[src/rtl/fcsu_pkg.sv]
package fcsu_pkg;

    localparam logic [7:0] CMD_KEY = 8'hA5;

    localparam logic [1:0] A_CTRL   = 2'd0;
    localparam logic [1:0] A_CMD    = 2'd1;
    localparam logic [1:0] A_STATUS = 2'd2;
    localparam logic [1:0] A_PARAM  = 2'd3;

    localparam logic [31:0] CTRL_KEEP = 32'h0000_00DD;

    typedef enum logic [5:0] {
        OP_NOP         = 6'd0,
        OP_WRITE_PG    = 6'd1,
        OP_ERASE_PG    = 6'd2,
        OP_CLR_BUF     = 6'd3,
        OP_LOCK        = 6'd4,
        OP_UNLOCK      = 6'd5,
        OP_ERASE_ALL   = 6'd6,
        OP_FUSE_WR     = 6'd7,
        OP_FUSE_ER     = 6'd8,
        OP_SET_SEC     = 6'd9,
        OP_FUSE_PROG   = 6'd10,
        OP_FUSE_ER_ALL = 6'd11,
        OP_QREAD       = 6'd12,
        OP_USR_WR      = 6'd13,
        OP_USR_ER      = 6'd14,
        OP_USR_QREAD   = 6'd15,
        OP_HS_ON       = 6'd16,
        OP_HS_OFF      = 6'd17
    } op_e;

    typedef struct packed {
        logic        key_ok;
        logic        op_valid;
        logic        page_ok;
        op_e         op;
        logic [15:0] page;
    } cmd_t;

    function automatic int unsigned size_kib(input logic [3:0] sel);
        case (sel)
            4'd0:    return 4;
            4'd1:    return 8;
            4'd2:    return 16;
            4'd3:    return 32;
            4'd4:    return 48;
            4'd5:    return 64;
            4'd6:    return 96;
            4'd7:    return 128;
            4'd8:    return 192;
            4'd9:    return 256;
            4'd10:   return 384;
            4'd11:   return 512;
            4'd12:   return 768;
            4'd13:   return 1024;
            default: return 2048;
        endcase
    endfunction

    function automatic logic uses_page(input op_e op);
        return (op == OP_WRITE_PG) || (op == OP_ERASE_PG) || (op == OP_LOCK) ||
               (op == OP_UNLOCK) || (op == OP_QREAD);
    endfunction

endpackage

[src/rtl/fcsu_cmd_decode.sv]
module fcsu_cmd_decode
    import fcsu_pkg::*;
#(
    parameter int unsigned PAGES = 256
) (
    input  logic [31:0] word,
    output cmd_t        cmd
);
    always_comb begin
        cmd.key_ok   = (word[31:24] == CMD_KEY);
        cmd.op_valid = (word[5:0] <= 6'd17);
        cmd.op       = op_e'(word[5:0]);
        cmd.page     = word[23:8];
        cmd.page_ok  = (32'(word[23:8]) < PAGES);
    end
endmodule

[src/rtl/fcsu_busy_timer.sv]
module fcsu_busy_timer #(
    parameter int unsigned BUSY_LEN = 6
) (
    input  logic clk,
    input  logic rst,
    input  logic start,
    input  logic short_run,
    output logic busy
);
    localparam int unsigned CNT_W = $clog2(BUSY_LEN + 1);
    localparam logic [CNT_W-1:0] LOAD = CNT_W'(BUSY_LEN - 1);

    logic [CNT_W-1:0] cnt;

    always_ff @(posedge clk) begin
        if (rst) begin
            busy <= 1'b0;
            cnt  <= '0;
        end else if (start) begin
            busy <= 1'b1;
            cnt  <= short_run ? '0 : LOAD;
        end else if (busy) begin
            if (cnt == '0) busy <= 1'b0;
            else           cnt  <= cnt - 1'b1;
        end
    end

    p_hold_r2: assert property (@(posedge clk) disable iff (rst)
        (busy && cnt != '0) |=> busy);
    p_idle_r2: assert property (@(posedge clk) disable iff (rst)
        (!busy && !start) |=> !busy);
    p_short_r6: assert property (@(posedge clk) disable iff (rst)
        (start && short_run) |=> (busy && cnt == '0));
endmodule

[src/rtl/fcsu_lock_bank.sv]
module fcsu_lock_bank #(
    parameter int unsigned PER_REGION = 16,
    parameter int unsigned PG_W       = 8
) (
    input  logic            clk,
    input  logic            rst,
    input  logic [PG_W-1:0] page,
    input  logic            set_en,
    input  logic            clr_en,
    output logic [15:0]     locks,
    output logic            page_locked
);
    logic [3:0] region;

    assign region      = 4'((32'(page)) / PER_REGION);
    assign page_locked = locks[region];

    for (genvar g = 0; g < 16; g++) begin : g_region
        always_ff @(posedge clk) begin
            if (rst)                                 locks[g] <= 1'b0;
            else if (set_en && region == 4'(g))      locks[g] <= 1'b1;
            else if (clr_en && region == 4'(g))      locks[g] <= 1'b0;
        end
    end

    always_comb begin
        if (!rst) p_set_clr_excl_r5: assert (!(set_en && clr_en));
    end

    p_one_region_r5: assert property (@(posedge clk) disable iff (rst)
        (set_en || clr_en) |=> $countones(locks ^ $past(locks)) <= 1);
endmodule

[src/rtl/fcsu_page_state.sv]
module fcsu_page_state #(
    parameter int unsigned PAGES = 256,
    parameter int unsigned PG_W  = 8
) (
    input  logic            clk,
    input  logic            rst,
    input  logic [PG_W-1:0] page,
    input  logic            erase_pg,
    input  logic            write_pg,
    input  logic            erase_all,
    input  logic            usr_erase,
    input  logic            usr_write,
    output logic            page_erased,
    output logic            usr_erased
);
    logic [PAGES-1:0] erased;

    assign page_erased = erased[page];

    always_ff @(posedge clk) begin
        if (rst) begin
            erased     <= '1;
            usr_erased <= 1'b1;
        end else begin
            if (erase_all)     erased       <= '1;
            else if (erase_pg) erased[page] <= 1'b1;
            else if (write_pg) erased[page] <= 1'b0;
            if (usr_erase)      usr_erased <= 1'b1;
            else if (usr_write) usr_erased <= 1'b0;
        end
    end

    always_comb begin
        if (!rst) p_one_array_op_r7: assert ($onehot0({erase_pg, write_pg, erase_all}));
    end

    p_write_clears_r7: assert property (@(posedge clk) disable iff (rst)
        write_pg |=> !erased[$past(page)]);
endmodule

[src/rtl/flash_cmd_unit.sv]
module flash_cmd_unit
    import fcsu_pkg::*;
#(
    parameter int unsigned SIZE_SEL = 7,
    parameter int unsigned BUSY_LEN = 6
) (
    input  logic        clk,
    input  logic        rst,
    input  logic        bus_wr,
    input  logic        bus_rd,
    input  logic [1:0]  bus_addr,
    input  logic [31:0] bus_wdata,
    output logic [31:0] bus_rdata,
    output logic        irq
);
    localparam int unsigned PAGES      = size_kib(4'(SIZE_SEL)) * 2;
    localparam int unsigned PER_REGION = (PAGES / 16 > 0) ? PAGES / 16 : 1;
    localparam int unsigned PG_W       = $clog2(PAGES);

    cmd_t            cmd;
    logic            busy, ready;
    logic            cmd_wr, issue, legal, accept, locked_hit, run, prog_fault;
    logic            stat_rd;
    logic [31:0]     ctrl_q;
    logic            lk_err, pg_err, sec_q, qres_q;
    logic [15:0]     locks;
    logic            page_locked, page_erased, usr_erased;
    logic [PG_W-1:0] pidx;

    assign ready   = !busy;
    assign cmd_wr  = bus_wr && (bus_addr == A_CMD);
    assign stat_rd = bus_rd && (bus_addr == A_STATUS);
    assign issue   = cmd_wr && ready;
    assign pidx    = cmd.page[PG_W-1:0];

    fcsu_cmd_decode #(.PAGES(PAGES)) u_dec (.word(bus_wdata), .cmd(cmd));

    always_comb begin
        legal      = cmd.key_ok && cmd.op_valid && (cmd.page_ok || !uses_page(cmd.op));
        accept     = issue && legal;
        prog_fault = issue && !legal;
        locked_hit = accept &&
                     ((((cmd.op == OP_WRITE_PG) || (cmd.op == OP_ERASE_PG)) && page_locked) ||
                      ((cmd.op == OP_ERASE_ALL) && (|locks)));
        run        = accept && !locked_hit;
    end

    fcsu_busy_timer #(.BUSY_LEN(BUSY_LEN)) u_timer (
        .clk(clk), .rst(rst), .start(accept), .short_run(locked_hit), .busy(busy)
    );

    fcsu_lock_bank #(.PER_REGION(PER_REGION), .PG_W(PG_W)) u_locks (
        .clk(clk), .rst(rst), .page(pidx),
        .set_en(run && cmd.op == OP_LOCK),
        .clr_en(run && cmd.op == OP_UNLOCK),
        .locks(locks), .page_locked(page_locked)
    );

    fcsu_page_state #(.PAGES(PAGES), .PG_W(PG_W)) u_pages (
        .clk(clk), .rst(rst), .page(pidx),
        .erase_pg(run && cmd.op == OP_ERASE_PG),
        .write_pg(run && cmd.op == OP_WRITE_PG),
        .erase_all(run && cmd.op == OP_ERASE_ALL),
        .usr_erase(run && cmd.op == OP_USR_ER),
        .usr_write(run && cmd.op == OP_USR_WR),
        .page_erased(page_erased), .usr_erased(usr_erased)
    );

    always_ff @(posedge clk) begin
        if (rst) begin
            ctrl_q <= '0;
            lk_err <= 1'b0;
            pg_err <= 1'b0;
            sec_q  <= 1'b0;
            qres_q <= 1'b0;
        end else begin
            if (bus_wr && bus_addr == A_CTRL) ctrl_q <= bus_wdata & CTRL_KEEP;
            if (locked_hit)   lk_err <= 1'b1;
            else if (stat_rd) lk_err <= 1'b0;
            if (prog_fault)   pg_err <= 1'b1;
            else if (stat_rd) pg_err <= 1'b0;
            if (run && cmd.op == OP_SET_SEC)   sec_q  <= 1'b1;
            if (run && cmd.op == OP_QREAD)     qres_q <= page_erased;
            if (run && cmd.op == OP_USR_QREAD) qres_q <= usr_erased;
        end
    end

    always_comb begin
        case (bus_addr)
            A_CTRL:   bus_rdata = ctrl_q;
            A_STATUS: bus_rdata = {locks, 10'd0, qres_q, sec_q, pg_err, lk_err, 1'b0, ready};
            A_PARAM:  bus_rdata = 32'(SIZE_SEL & 4'hF);
            default:  bus_rdata = '0;
        endcase
    end

    assign irq = (ctrl_q[0] && ready) || (ctrl_q[2] && lk_err) || (ctrl_q[3] && pg_err);

    p_badkey_r1: assert property (@(posedge clk) disable iff (rst)
        (cmd_wr && ready && !cmd.key_ok) |=> (ready && pg_err));
    p_busy_ignore_r3: assert property (@(posedge clk) disable iff (rst)
        (cmd_wr && busy) |=> $stable(locks));
    p_locked_r6: assert property (@(posedge clk) disable iff (rst)
        (accept && page_locked && (cmd.op == OP_ERASE_PG || cmd.op == OP_WRITE_PG))
        |=> (lk_err && busy) ##1 !busy);
    p_clear_r10: assert property (@(posedge clk) disable iff (rst)
        (stat_rd && !issue) |=> (!lk_err && !pg_err));
    p_sec_sticky_r9: assert property (@(posedge clk) disable iff (rst)
        sec_q |=> sec_q);
endmodule

[config.mk]
export PLATFORM = sky130hd
export DESIGN_NAME = flash_cmd_unit
export DESIGN_NICKNAME = d
export VERILOG_FILES = /design/src/rtl/fcsu_pkg.sv /design/src/rtl/fcsu_cmd_decode.sv /design/src/rtl/fcsu_busy_timer.sv /design/src/rtl/fcsu_lock_bank.sv /design/src/rtl/fcsu_page_state.sv /design/src/rtl/flash_cmd_unit.sv
export SDC_FILE = /design/constraint.sdc
export NUM_CORES = 1
export LEC_CHECK = 0
export BUFFER_PORTS_ARGS = -buffer_cell sky130_fd_sc_hd__buf_2
export CORE_UTILIZATION = 40
export CTS_BUF_LIST = sky130_fd_sc_hd__clkbuf_8
export CTS_CLUSTER_SIZE = 10
export DETAILED_ROUTE_END_ITERATION = 16
export GPL_ROUTABILITY_DRIVEN = 0
export GPL_TIMING_DRIVEN = 0
export HOLD_SLACK_MARGIN = 0.08
export SYNTH_ARGS = -nofsm -noshare
export SYNTH_HDL_FRONTEND = slang
export SYNTH_HIERARCHICAL = 1
export SYNTH_SLANG_ARGS = --single-unit
[constraint.sdc]
create_clock -name clk -period 4.8 [get_ports clk]
set_input_delay 0.72 -clock clk [delete_from_list [all_inputs] [get_ports clk]]
set_output_delay 0.72 -clock clk [all_outputs]
set_load 0.02 [all_outputs]
==> out/qor.yml <==
clocking:
  cts_hold_buffers: 0
  cts_post_setup_buffers_inserted: 0
  htree_levels: 2
  clock_latency_ps: 580
  cts.sinks: 287
  max-clock-path-buffers: 3
  ctsRootBufferMaster: "clkbuf_8"
  clk_pin_slew_worst_paths_ps: 60
  cts_buffers: 52
  tritoncts: "done"
  ctsResizeCount: 0
pwr:
  p_per_area_nw_per_um2: 315
  peakVddDrop_v: 0.000239
  power.leakage_uw: 0.00533
setup_path:
  worstSetupStartpointType: "primary input"
  critical_path_class: "primary input to flip-flop"
  cp_max_fo: 11
  worstPathRequired_ps: 5240
  end_kind: "flip-flop"
  arrival_ps: 4920
  rr_worst_depth: 12
  reg2reg_slack_ps: 510
  crit_start: "bus_wdata[19]"
  reg2reg_from: "u_timer/busy"
floorplan:
  initial_utilization_pct: 40.8
  die_height_um: 187
  num_rows: 67
  core_area_um2: 33700
  die_x_um: 187
  ioPinCount: 71
  die_area_um2: 35200
drt:
  drtIter0Drc: 1721
  drc: 0
  postRouteWirelength_um: 53000
  vias: 13600
  vias_per_cell: 6.57
  wl_per_cell_um: 25.7
  drt-pass1-iter-count: 7
  ant_nets: 0
global_route:
  antenna_found_initial: 1
  gr-total-overflow: 0
  track_usage_pct: 29.7
  grt_pass1_wl_um: 79700
  grt_max_degree: 14
  grt_pass1_vias: 12900
placement:
  place_hpwl_um: 35700
  port-buffer-count: 53
  placed_area_um2: 14600
hold_path:
  min-delay-start: "bus_wdata[6]"
  min_path_cells: 3
  holdPathEnd: "ctrl_q[6]"
  min_path_type: "primary input to flip-flop"
finish:
  seqCellArea_um2: 5750
  nets: 1618
  areaGrowthSynthToFinish_pct: 13.3
  drive_gt1_share_pct: 14.5
  layout_commonest_cell: "dfxtp_1"
  final_cell_mix: "dfxtp_1 (287), o21ai_0 (276), o311ai_0 (192)"
  final_util_pct: 46.3
  final_cell_area_um2: 15600
  fill_cells: 3298
  multi_input_area_um2: 7110
logic_synthesis:
  synth_cells: 1464
  yosysWarnings: 6
  syn_area_per_cell_um2: 9.40
  mappedNetlistArea_um2: 13800
sta:
  report.final.slew_viol_count: 0
  period_needed_ps: 4480
  tightest_slew_ps: 1230
  max_slew_margin_pct: 18.1
  rsz0062_at_grt: "false"
  min_period_over_period_pct: 93.2
  max_freq_mhz: 223
  hold_violations: 0
  clock_skew_ps: 31.8
  setup_violations: 0
flow_run:
  cap_violations: 0
status:
  status: "complete, no violations"
-- worst max-delay path: stages --
cell,delay (ps)
buf_2,90
or4_1,510
nor2_1,210
or4_1,140
a21oi_1,80
or4_4,560
clkinv_2,170
and3_1,160
buf_2,240
nor2_1,90
or3_1,350
clkbuf_1,270
nor3b_1,510
clkbuf_1,500
and3_1,230
o21ai_0,80
-- report_power, final --
part,total (uW),switching [uW],internal (uW)
registers,2390,1.45,2390
clock network,2210,1030,1180
logic,318,223,95.5
-- layout make-up --
| type | count | share of cell area, % |
|---|---|---|
| clock inverters | 30 | 0.971 |
| plain buffers | 201 | 5.68 |
| multi-input cells | 971 | 45.6 |
| well taps | 448 | 3.59 |
| clock buffers | 60 | 5.30 |
| diodes | 1 | 0.0160 |
| repair buffers | 53 | 1.70 |
| inverters | 12 | 0.297 |
| flip-flops and latches | 287 | 36.8 |
-- layer usage --
| layer | up-vias | wire [um] | track usage [%] |
|---|---|---|---|
| li1 | 5963 | - | - |
| met1 | 6581 | 21900 | 40.7 |
| met2 | 828 | 23100 | 44.7 |
| met3 | 187 | 5060 | 5.11 |
| met4 | 2 | 2880 | 15.5 |
| met5 | - | 12 | 0 |
-- stage by stage --
| stage | setup TNS, ps | instances | hold WS, ps | setup slack [ps] | total power, uW |
|---|---|---|---|---|---|
| after detailed placement | -4880 | 1972 | 447 | -245 | 2750 |
| after global placement | -2750 | 1972 | 448 | -107 | 2740 |
| after floorplan | 0 | 1471 | 434 | 762 | 2640 |
| after CTS | 0 | 2062 | 357 | 362 | 4940 |
| final | 0 | 2063 | 381 | 324 | 4910 |
| after global routing | 0 | 2062 | 384 | 41.6 | 5070 |
-- how the worst max path moves through the flow --
| stage | to | slack [ps] | cells past startpoint |
|---|---|---|---|
| after detailed placement | flip-flop | -250 | 16 |
| after global routing | flip-flop | 40 | 16 |
| after CTS | flip-flop | 360 | 16 |
| after floorplan | flip-flop | 760 | 15 |
| after global placement | flip-flop | -110 | 16 |
| final | flip-flop | 320 | 16 |
(Power assumes the default switching activity.)
